### config.mk
export PLATFORM = sky130hd
export DESIGN_NAME = xbus_mux_ctrl
export DESIGN_NICKNAME = d
export VERILOG_FILES = /design/src/rtl/xbus_pkg.sv /design/src/rtl/xbus_strap.sv /design/src/rtl/xbus_seq.sv /design/src/rtl/xbus_pindrv.sv /design/src/rtl/xbus_mux_ctrl.sv
export SDC_FILE = /design/constraint.sdc
export NUM_CORES = 1
export LEC_CHECK = 0
export BUFFER_PORTS_ARGS = -buffer_cell sky130_fd_sc_hd__buf_2
export CAP_MARGIN = 20
export CORE_ASPECT_RATIO = 2
export CORE_MARGIN = 2
export CORE_UTILIZATION = 49
export CTS_CLUSTER_DIAMETER = 80
export DETAILED_ROUTE_END_ITERATION = 12
export GPL_ROUTABILITY_DRIVEN = 0
export GPL_TIMING_DRIVEN = 0
export PLACE_DENSITY_LB_ADDON = 0.25
export SLEW_MARGIN = 15
export SYNTH_ARGS = -nofsm -noshare
export SYNTH_HDL_FRONTEND = slang
export SYNTH_SLANG_ARGS = --single-unit
### constraint.sdc
create_clock -name clk -period 1.83 [get_ports clk]
set_input_delay 0.2745 -clock clk [delete_from_list [all_inputs] [get_ports clk]]
set_output_delay 0.2745 -clock clk [all_outputs]
set_load 0.005 [all_outputs]
### src/rtl/xbus_pkg.sv
package xbus_pkg;
    parameter int unsigned PORT_W = 8;
    localparam int unsigned BUS_W = 2 * PORT_W;

    typedef enum logic [1:0] {
        PH_IDLE = 2'd0,
        PH_ADDR = 2'd1,
        PH_DATA = 2'd2
    } phase_e;

    typedef struct packed {
        phase_e             ph;
        logic               wr;
        logic               word;
        logic               second;
        logic [BUS_W-1:0]   addr;
        logic [BUS_W-1:0]   wdata;
        logic [PORT_W-1:0]  hi_byte;
        logic [BUS_W-1:0]   rdata;
        logic               done;
    } seq_t;
endpackage

### src/rtl/xbus_strap.sv
module xbus_strap (
    input  logic clk,
    input  logic rst_n,
    input  logic strap_i,
    output logic wide_o
);
    logic wide_d, wide_q;

    always_comb begin
        wide_d = wide_q;
        if (!rst_n) wide_d = strap_i;
    end

    always_ff @(posedge clk) begin
        wide_q <= wide_d;
    end

    assign wide_o = wide_q;
endmodule

### src/rtl/xbus_seq.sv
module xbus_seq
    import xbus_pkg::*;
(
    input  logic              clk,
    input  logic              rst_n,
    input  logic              wide_i,
    input  logic              req_i,
    input  logic              req_write_i,
    input  logic              req_word_i,
    input  logic [BUS_W-1:0]  req_addr_i,
    input  logic [BUS_W-1:0]  req_wdata_i,
    input  logic [PORT_W-1:0] pa_i,
    input  logic [PORT_W-1:0] pb_i,
    output phase_e            ph_o,
    output logic              wr_o,
    output logic              word_o,
    output logic              second_o,
    output logic [BUS_W-1:0]  addr_o,
    output logic [BUS_W-1:0]  wdata_o,
    output logic [BUS_W-1:0]  rdata_o,
    output logic              done_o
);
    localparam logic [BUS_W-1:0] ADDR_STEP = BUS_W'(1);
    localparam logic [PORT_W-1:0] ZERO_BYTE = '0;

    seq_t s_d, s_q;
    logic split_more;
    logic [BUS_W-1:0] rd_word;

    // narrow word access still has its low byte cycle to run
    assign split_more = !wide_i && s_q.word && !s_q.second;

    always_comb begin
        if (wide_i) begin
            if (s_q.word)         rd_word = {pa_i, pb_i};
            else if (s_q.addr[0]) rd_word = {ZERO_BYTE, pb_i};
            else                  rd_word = {ZERO_BYTE, pa_i};
        end else begin
            if (s_q.word)         rd_word = {s_q.hi_byte, pa_i};
            else                  rd_word = {ZERO_BYTE, pa_i};
        end
    end

    always_comb begin
        s_d = s_q;
        s_d.done = 1'b0;
        unique case (s_q.ph)
            PH_IDLE: begin
                if (req_i) begin
                    s_d.ph     = PH_ADDR;
                    s_d.wr     = req_write_i;
                    s_d.word   = req_word_i;
                    s_d.second = 1'b0;
                    s_d.addr   = req_addr_i;
                    s_d.wdata  = req_wdata_i;
                end
            end
            PH_ADDR: s_d.ph = PH_DATA;
            PH_DATA: begin
                if (split_more) begin
                    s_d.ph     = PH_ADDR;
                    s_d.second = 1'b1;
                    s_d.addr   = s_q.addr + ADDR_STEP;
                    if (!s_q.wr) s_d.hi_byte = pa_i;
                end else begin
                    s_d.ph   = PH_IDLE;
                    s_d.done = 1'b1;
                    if (!s_q.wr) s_d.rdata = rd_word;
                end
            end
            default: s_d.ph = PH_IDLE;
        endcase
    end

    always_ff @(posedge clk or negedge rst_n) begin
        if (!rst_n) begin
            s_q <= '0;
        end else begin
            s_q <= s_d;
        end
    end

    assign ph_o     = s_q.ph;
    assign wr_o     = s_q.wr;
    assign word_o   = s_q.word;
    assign second_o = s_q.second;
    assign addr_o   = s_q.addr;
    assign wdata_o  = s_q.wdata;
    assign rdata_o  = s_q.rdata;
    assign done_o   = s_q.done;
endmodule

### src/rtl/xbus_pindrv.sv
module xbus_pindrv
    import xbus_pkg::*;
(
    input  phase_e            ph_i,
    input  logic              wide_i,
    input  logic              wr_i,
    input  logic              word_i,
    input  logic              second_i,
    input  logic [BUS_W-1:0]  addr_i,
    input  logic [BUS_W-1:0]  wdata_i,
    output logic              e_o,
    output logic              rw_o,
    output logic [PORT_W-1:0] pa_o,
    output logic              pa_oe_o,
    output logic [PORT_W-1:0] pb_o,
    output logic              pb_oe_o
);
    logic [PORT_W-1:0] a_hi, a_lo, d_hi, d_lo;

    assign a_hi = addr_i[BUS_W-1:PORT_W];
    assign a_lo = addr_i[PORT_W-1:0];
    assign d_hi = wdata_i[BUS_W-1:PORT_W];
    assign d_lo = wdata_i[PORT_W-1:0];

    always_comb begin
        e_o     = 1'b0;
        rw_o    = 1'b1;
        pa_o    = '0;
        pb_o    = '0;
        pa_oe_o = 1'b0;
        pb_oe_o = 1'b0;
        unique case (ph_i)
            PH_ADDR: begin
                rw_o    = !wr_i;
                pa_o    = a_hi;
                pb_o    = a_lo;
                pa_oe_o = 1'b1;
                pb_oe_o = 1'b1;
            end
            PH_DATA: begin
                e_o  = 1'b1;
                rw_o = !wr_i;
                if (wide_i) begin
                    if (word_i) begin
                        pa_o    = d_hi;
                        pb_o    = d_lo;
                        pa_oe_o = wr_i;
                        pb_oe_o = wr_i;
                    end else begin
                        pa_o    = d_lo;
                        pb_o    = d_lo;
                        pa_oe_o = wr_i && !addr_i[0];
                        pb_oe_o = wr_i && addr_i[0];
                    end
                end else begin
                    pb_o    = a_lo;
                    pb_oe_o = 1'b1;
                    pa_o    = (word_i && !second_i) ? d_hi : d_lo;
                    pa_oe_o = wr_i;
                end
            end
            default: ;
        endcase
    end
endmodule

### src/rtl/xbus_mux_ctrl.sv
module xbus_mux_ctrl
    import xbus_pkg::*;
(
    input  logic              clk,
    input  logic              rst_n,
    input  logic              strap_wide_i,
    input  logic              req_i,
    input  logic              req_write_i,
    input  logic              req_word_i,
    input  logic [BUS_W-1:0]  req_addr_i,
    input  logic [BUS_W-1:0]  req_wdata_i,
    output logic              done_o,
    output logic [BUS_W-1:0]  rdata_o,
    output logic              e_o,
    output logic              rw_o,
    output logic [PORT_W-1:0] pa_o,
    output logic              pa_oe_o,
    input  logic [PORT_W-1:0] pa_i,
    output logic [PORT_W-1:0] pb_o,
    output logic              pb_oe_o,
    input  logic [PORT_W-1:0] pb_i
);
    logic             mode_wide;
    phase_e           ph;
    logic             wr, word, second;
    logic [BUS_W-1:0] addr, wdata;

    xbus_strap u_strap (
        .clk     (clk),
        .rst_n   (rst_n),
        .strap_i (strap_wide_i),
        .wide_o  (mode_wide)
    );

    xbus_seq u_seq (
        .clk         (clk),
        .rst_n       (rst_n),
        .wide_i      (mode_wide),
        .req_i       (req_i),
        .req_write_i (req_write_i),
        .req_word_i  (req_word_i),
        .req_addr_i  (req_addr_i),
        .req_wdata_i (req_wdata_i),
        .pa_i        (pa_i),
        .pb_i        (pb_i),
        .ph_o        (ph),
        .wr_o        (wr),
        .word_o      (word),
        .second_o    (second),
        .addr_o      (addr),
        .wdata_o     (wdata),
        .rdata_o     (rdata_o),
        .done_o      (done_o)
    );

    xbus_pindrv u_pins (
        .ph_i     (ph),
        .wide_i   (mode_wide),
        .wr_i     (wr),
        .word_i   (word),
        .second_i (second),
        .addr_i   (addr),
        .wdata_i  (wdata),
        .e_o      (e_o),
        .rw_o     (rw_o),
        .pa_o     (pa_o),
        .pa_oe_o  (pa_oe_o),
        .pb_o     (pb_o),
        .pb_oe_o  (pb_oe_o)
    );
endmodule

==> qor.csv <==
stage,metric,value,unit
synthesis,register area share after synthesis,0.4067,
sta,Layout Skew,5.103,ps
critical_path,critical path class,register to primary output,
power,combinational fraction of design power,0.567,
layout,layout cells sized above 1,0.4909,
clock_network,CTS Buf Count,9,
sta,final hold vios,0,
outcome,outcome,"complete, but fails checks",
run,Max Cap Viol,0,
critical_path,Worst EP required,1560,ps
sta,fin crit share,1.116,
layout,Final Non-Filler Cells,646,
sta,worst slew pin tran,637.6,ps
synthesis,Synth area leader,dfrtp_1,
worst_hold_path,Worst Hold Class,input port to register,
layout,most frequent cells in the layout,"88 x buf_2, 61 x dfrtp_1, 48 x buf_4, 34 x mux2_2, 28 x nand2_1",
clock_network,worst-case clock buffer depth,2,
sta,achievable frequency,0.4895,GHz
synthesis,Synth top area share,0.3990,
die,Die Wd,66.99,um
synthesis,Synth warnings,0,
critical_path,critical-path maximum fanout,6,
detailed_routing,Via density,5.935,
die,row count,46,
detailed_routing,DRC viols,0,
power,Pint,5.929,mW
synthesis,syn nets,470,
power,Pleak,2.589,nW
critical_path,"slowest stage delay, CP",400,ps
synthesis,Post-synth ARST share,0.9841,
worst_hold_path,Hold Path Depth,1,
grt,initial antenna violation count,0,
critical_path,worst path arrival time,1770,ps
detailed_routing,Antenna Nets Post-Route,0,
grt,largest net degree at the start of global routing,37,
layout,"Design Area, Final",5537,um^2
sta,Final Worst Setup Slack,-212.9,ps
synthesis,Seq cells post-synth,63,
layout,"most common cell after layout, fill and taps aside",buf_2,
die,I/O pin total,91,
layout,Nets,605,
detailed_routing,Iter 0 DRT Violations,500,
synthesis,Mapped Area,3889,um^2
grt,GRT Total Usage,0.2792,
clock_network,clock slew at reported path FFs,50,ps
power,Power Density,1777,nW/um^2
detailed_routing,Initial DRT Pass Iterations,7,
layout,n_diodes,0,
power,Sequential Power Share,0.273,
placed_design,Detailed Place HPWL,7611,um
critical_path,critical path's slowest cell,dfrtp_1,
placed_design,Inst Count DP,596,
clock_network,worst skew pair latency,340,ps
power,Sw Share,0.3974,
detailed_routing,WL/cell,19.35,um
layout,Area Growth Syn to Fin,42.37,%
die,die area,8708,um^2
die,Die Y,130.0,um
placed_design,Area after DPL,4478,um^2
clock_network,CTS tree,built,
power,switching power,3.911,mW
clock_network,clock sink count,63,
power,Max VDD drop,950.0,uV
placed_design,PortBufs,89,
outcome,failing checks,setup timing,
sta,min Tclk post-route,2043,ps
sta,unrepaired setup endpoints after global routing,true,
sta,Final Max Tran Viols,0,
critical_path,critical path endpoint category,primary output,
detailed_routing,vias post-DR,3834,
synthesis,cell count after synthesis,410,
sta,Final setup viols,21,
clock_network,CTS H-tree lvls,3,
placed_design,pre-CTS setup slack,-578.5,ps
power,clock share of power,0.160,
synthesis,Syn Area/Cell,9.485,um^2
layout,# fillers,579,
critical_path,R2R cell count,7,
critical_path,CP Launch Type,register,
detailed_routing,WL final,12500,um
synthesis,number of synthesized flops with an enable pin,1,
die,Initial Util,0.4968,
grt,vias in the first global route,3750,
grt,first-pass GRT wire length,18110,um
synthesis,post-synth cell types,59,
grt,grt ovf,0,
sta,slew margin rel.,0.5748,
clock_network,CTS root buffer,clkbuf_16,
synthesis,top post-synthesis cells by area,"dfrtp_1 40%, mux2_2 9.8%, mux2i_1 4.9%",
die,Core Footprint,7828,um^2
critical_path,cells along the critical path,inv_2 > ha_4 > inv_4 > buf_8 > clkbuf_16 > o21ai_2 > and2_4 > buf_6,
synthesis,Post-synth top flop,dfrtp_1,
-- cell usage after synthesis, types with 10 or more instances --
cell and n:
clkbuf_1 15, nand3_1 16, inv_1 21, a21oi_1 14, dfrtp_1 62, and2_1 11
nand2_1 32, buf_2 13, o21ai_0 31, o21a_1 10, mux2i_1 19, mux2_2 34
nor2_1 13, buf_4 18
-- power by group through the flow --
| stage | Clock, mW | Sequential, mW | Combinational, mW |
|---|---|---|---|
| 2_1_floorplan | 0 | 2.44 | 2.76 |
| 3_3_place_gp | 0 | 2.61 | 3.76 |
| 3_5_place_dp | 0 | 2.64 | 3.83 |
| 4_1_cts | 1.60 | 2.64 | 4.74 |
| 5_1_grt | 1.66 | 2.75 | 5.98 |
| 6_report | 1.57 | 2.69 | 5.58 |
-- worst paths after layout --
| kind | startpoint | to | slack [ps] |
|---|---|---|---|
| max | u_seq.ph_o[0] | pb_o[6] | -210 |
| min | strap_wide_i | u_strap.wide_o | 130 |
| max reg2reg | u_seq.ph_o[0] | u_seq.addr_o[7] | -30 |
| min reg2reg | u_seq.s_q[20] | u_seq.s_q[20] | 500 |
| max in group asynchronous | rst_n | u_seq.addr_o[1] | 910 |
| min in group asynchronous | rst_n | u_seq.rdata_o[13] | 400 |
-- sequential cells by signal, indices dropped and copies added (netlist names) --
name            cells
u_seq.wdata_o      16
u_seq.addr_o       16
u_seq.ph_o          2
u_seq.second_o      1
u_seq.word_o        1
u_strap.wide_o      1
u_seq.wr_o          1
u_seq.rdata_o      16
u_seq.done_o        1
u_seq.s_q           8
-- repair_timing --
| item | in CTS | in global routing |
|---|---|---|
| hold buffers | 1 | 0 |
| endpoints found under the hold margin | 26 | 0 |
| cloned | 2 | 1 |
| resized for setup | 100 | 65 |
| endpoints found under the setup margin | 67 | 47 |
| pin swaps | 27 | 14 |
| buffers inserted | 23 | 13 |
-- per-layer routing --
layer	global-route usage	vias to the layer above	share of wire	routed length [um]
met5	0	-	0	0
met4	0.1441	0	0.040	495
met3	0.05086	50	0.074	929
met2	0.4559	214	0.50	6269
met1	0.3476	1830	0.38	4808
li1	-	1740	-	-
-- cell type report --
type                            count  area (um^2)  share of cell area
Buffer                             43        417.9             0.07548
Clock buffer                       11        242.7             0.04384
Clock inverter                      5        33.78            0.006102
Inverter                           22        90.09             0.01627
Multi-Input combinational cell    278         2206              0.3984
Sequential cell                    63         1583              0.2859
Tap cell                           96        120.1             0.02169
Timing Repair Buffer              128        843.3              0.1523
-- worst max-delay path, delay by kind of cell (launching register included) --
kind            cells  cell delay, ps
buf+inv             5             520
flops               1             400
fa+ha+maj           1             190
simple gates        1             170
compound gates      1             140
-- through the flow --
stage | util | hold WS, ps | setup TNS, ps | power, mW
floorplan | - | -21.09 | 0 | 5.206
global placement | 0.5692 | 472.4 | -17110 | 6.361
detailed placement | 0.5721 | 223.7 | -19720 | 6.472
CTS | 0.6682 | 122.9 | -2451 | 8.981
global route | 0.7073 | 129.8 | -4035 | 10.40
finish | 0.7073 | 128.9 | -2883 | 9.840
-- cells by family (layout without fill, tap and decap cells) --
family	count (synthesis)	in the layout	share of synthesized area
buf+inv	69	209	0.08848
mux	53	53	0.1474
simple gates	116	116	0.1602
compound gates	103	103	0.1779
flops	63	63	0.4067
fa+ha+maj	6	6	0.01930
Power figures use the tool's default switching activity.
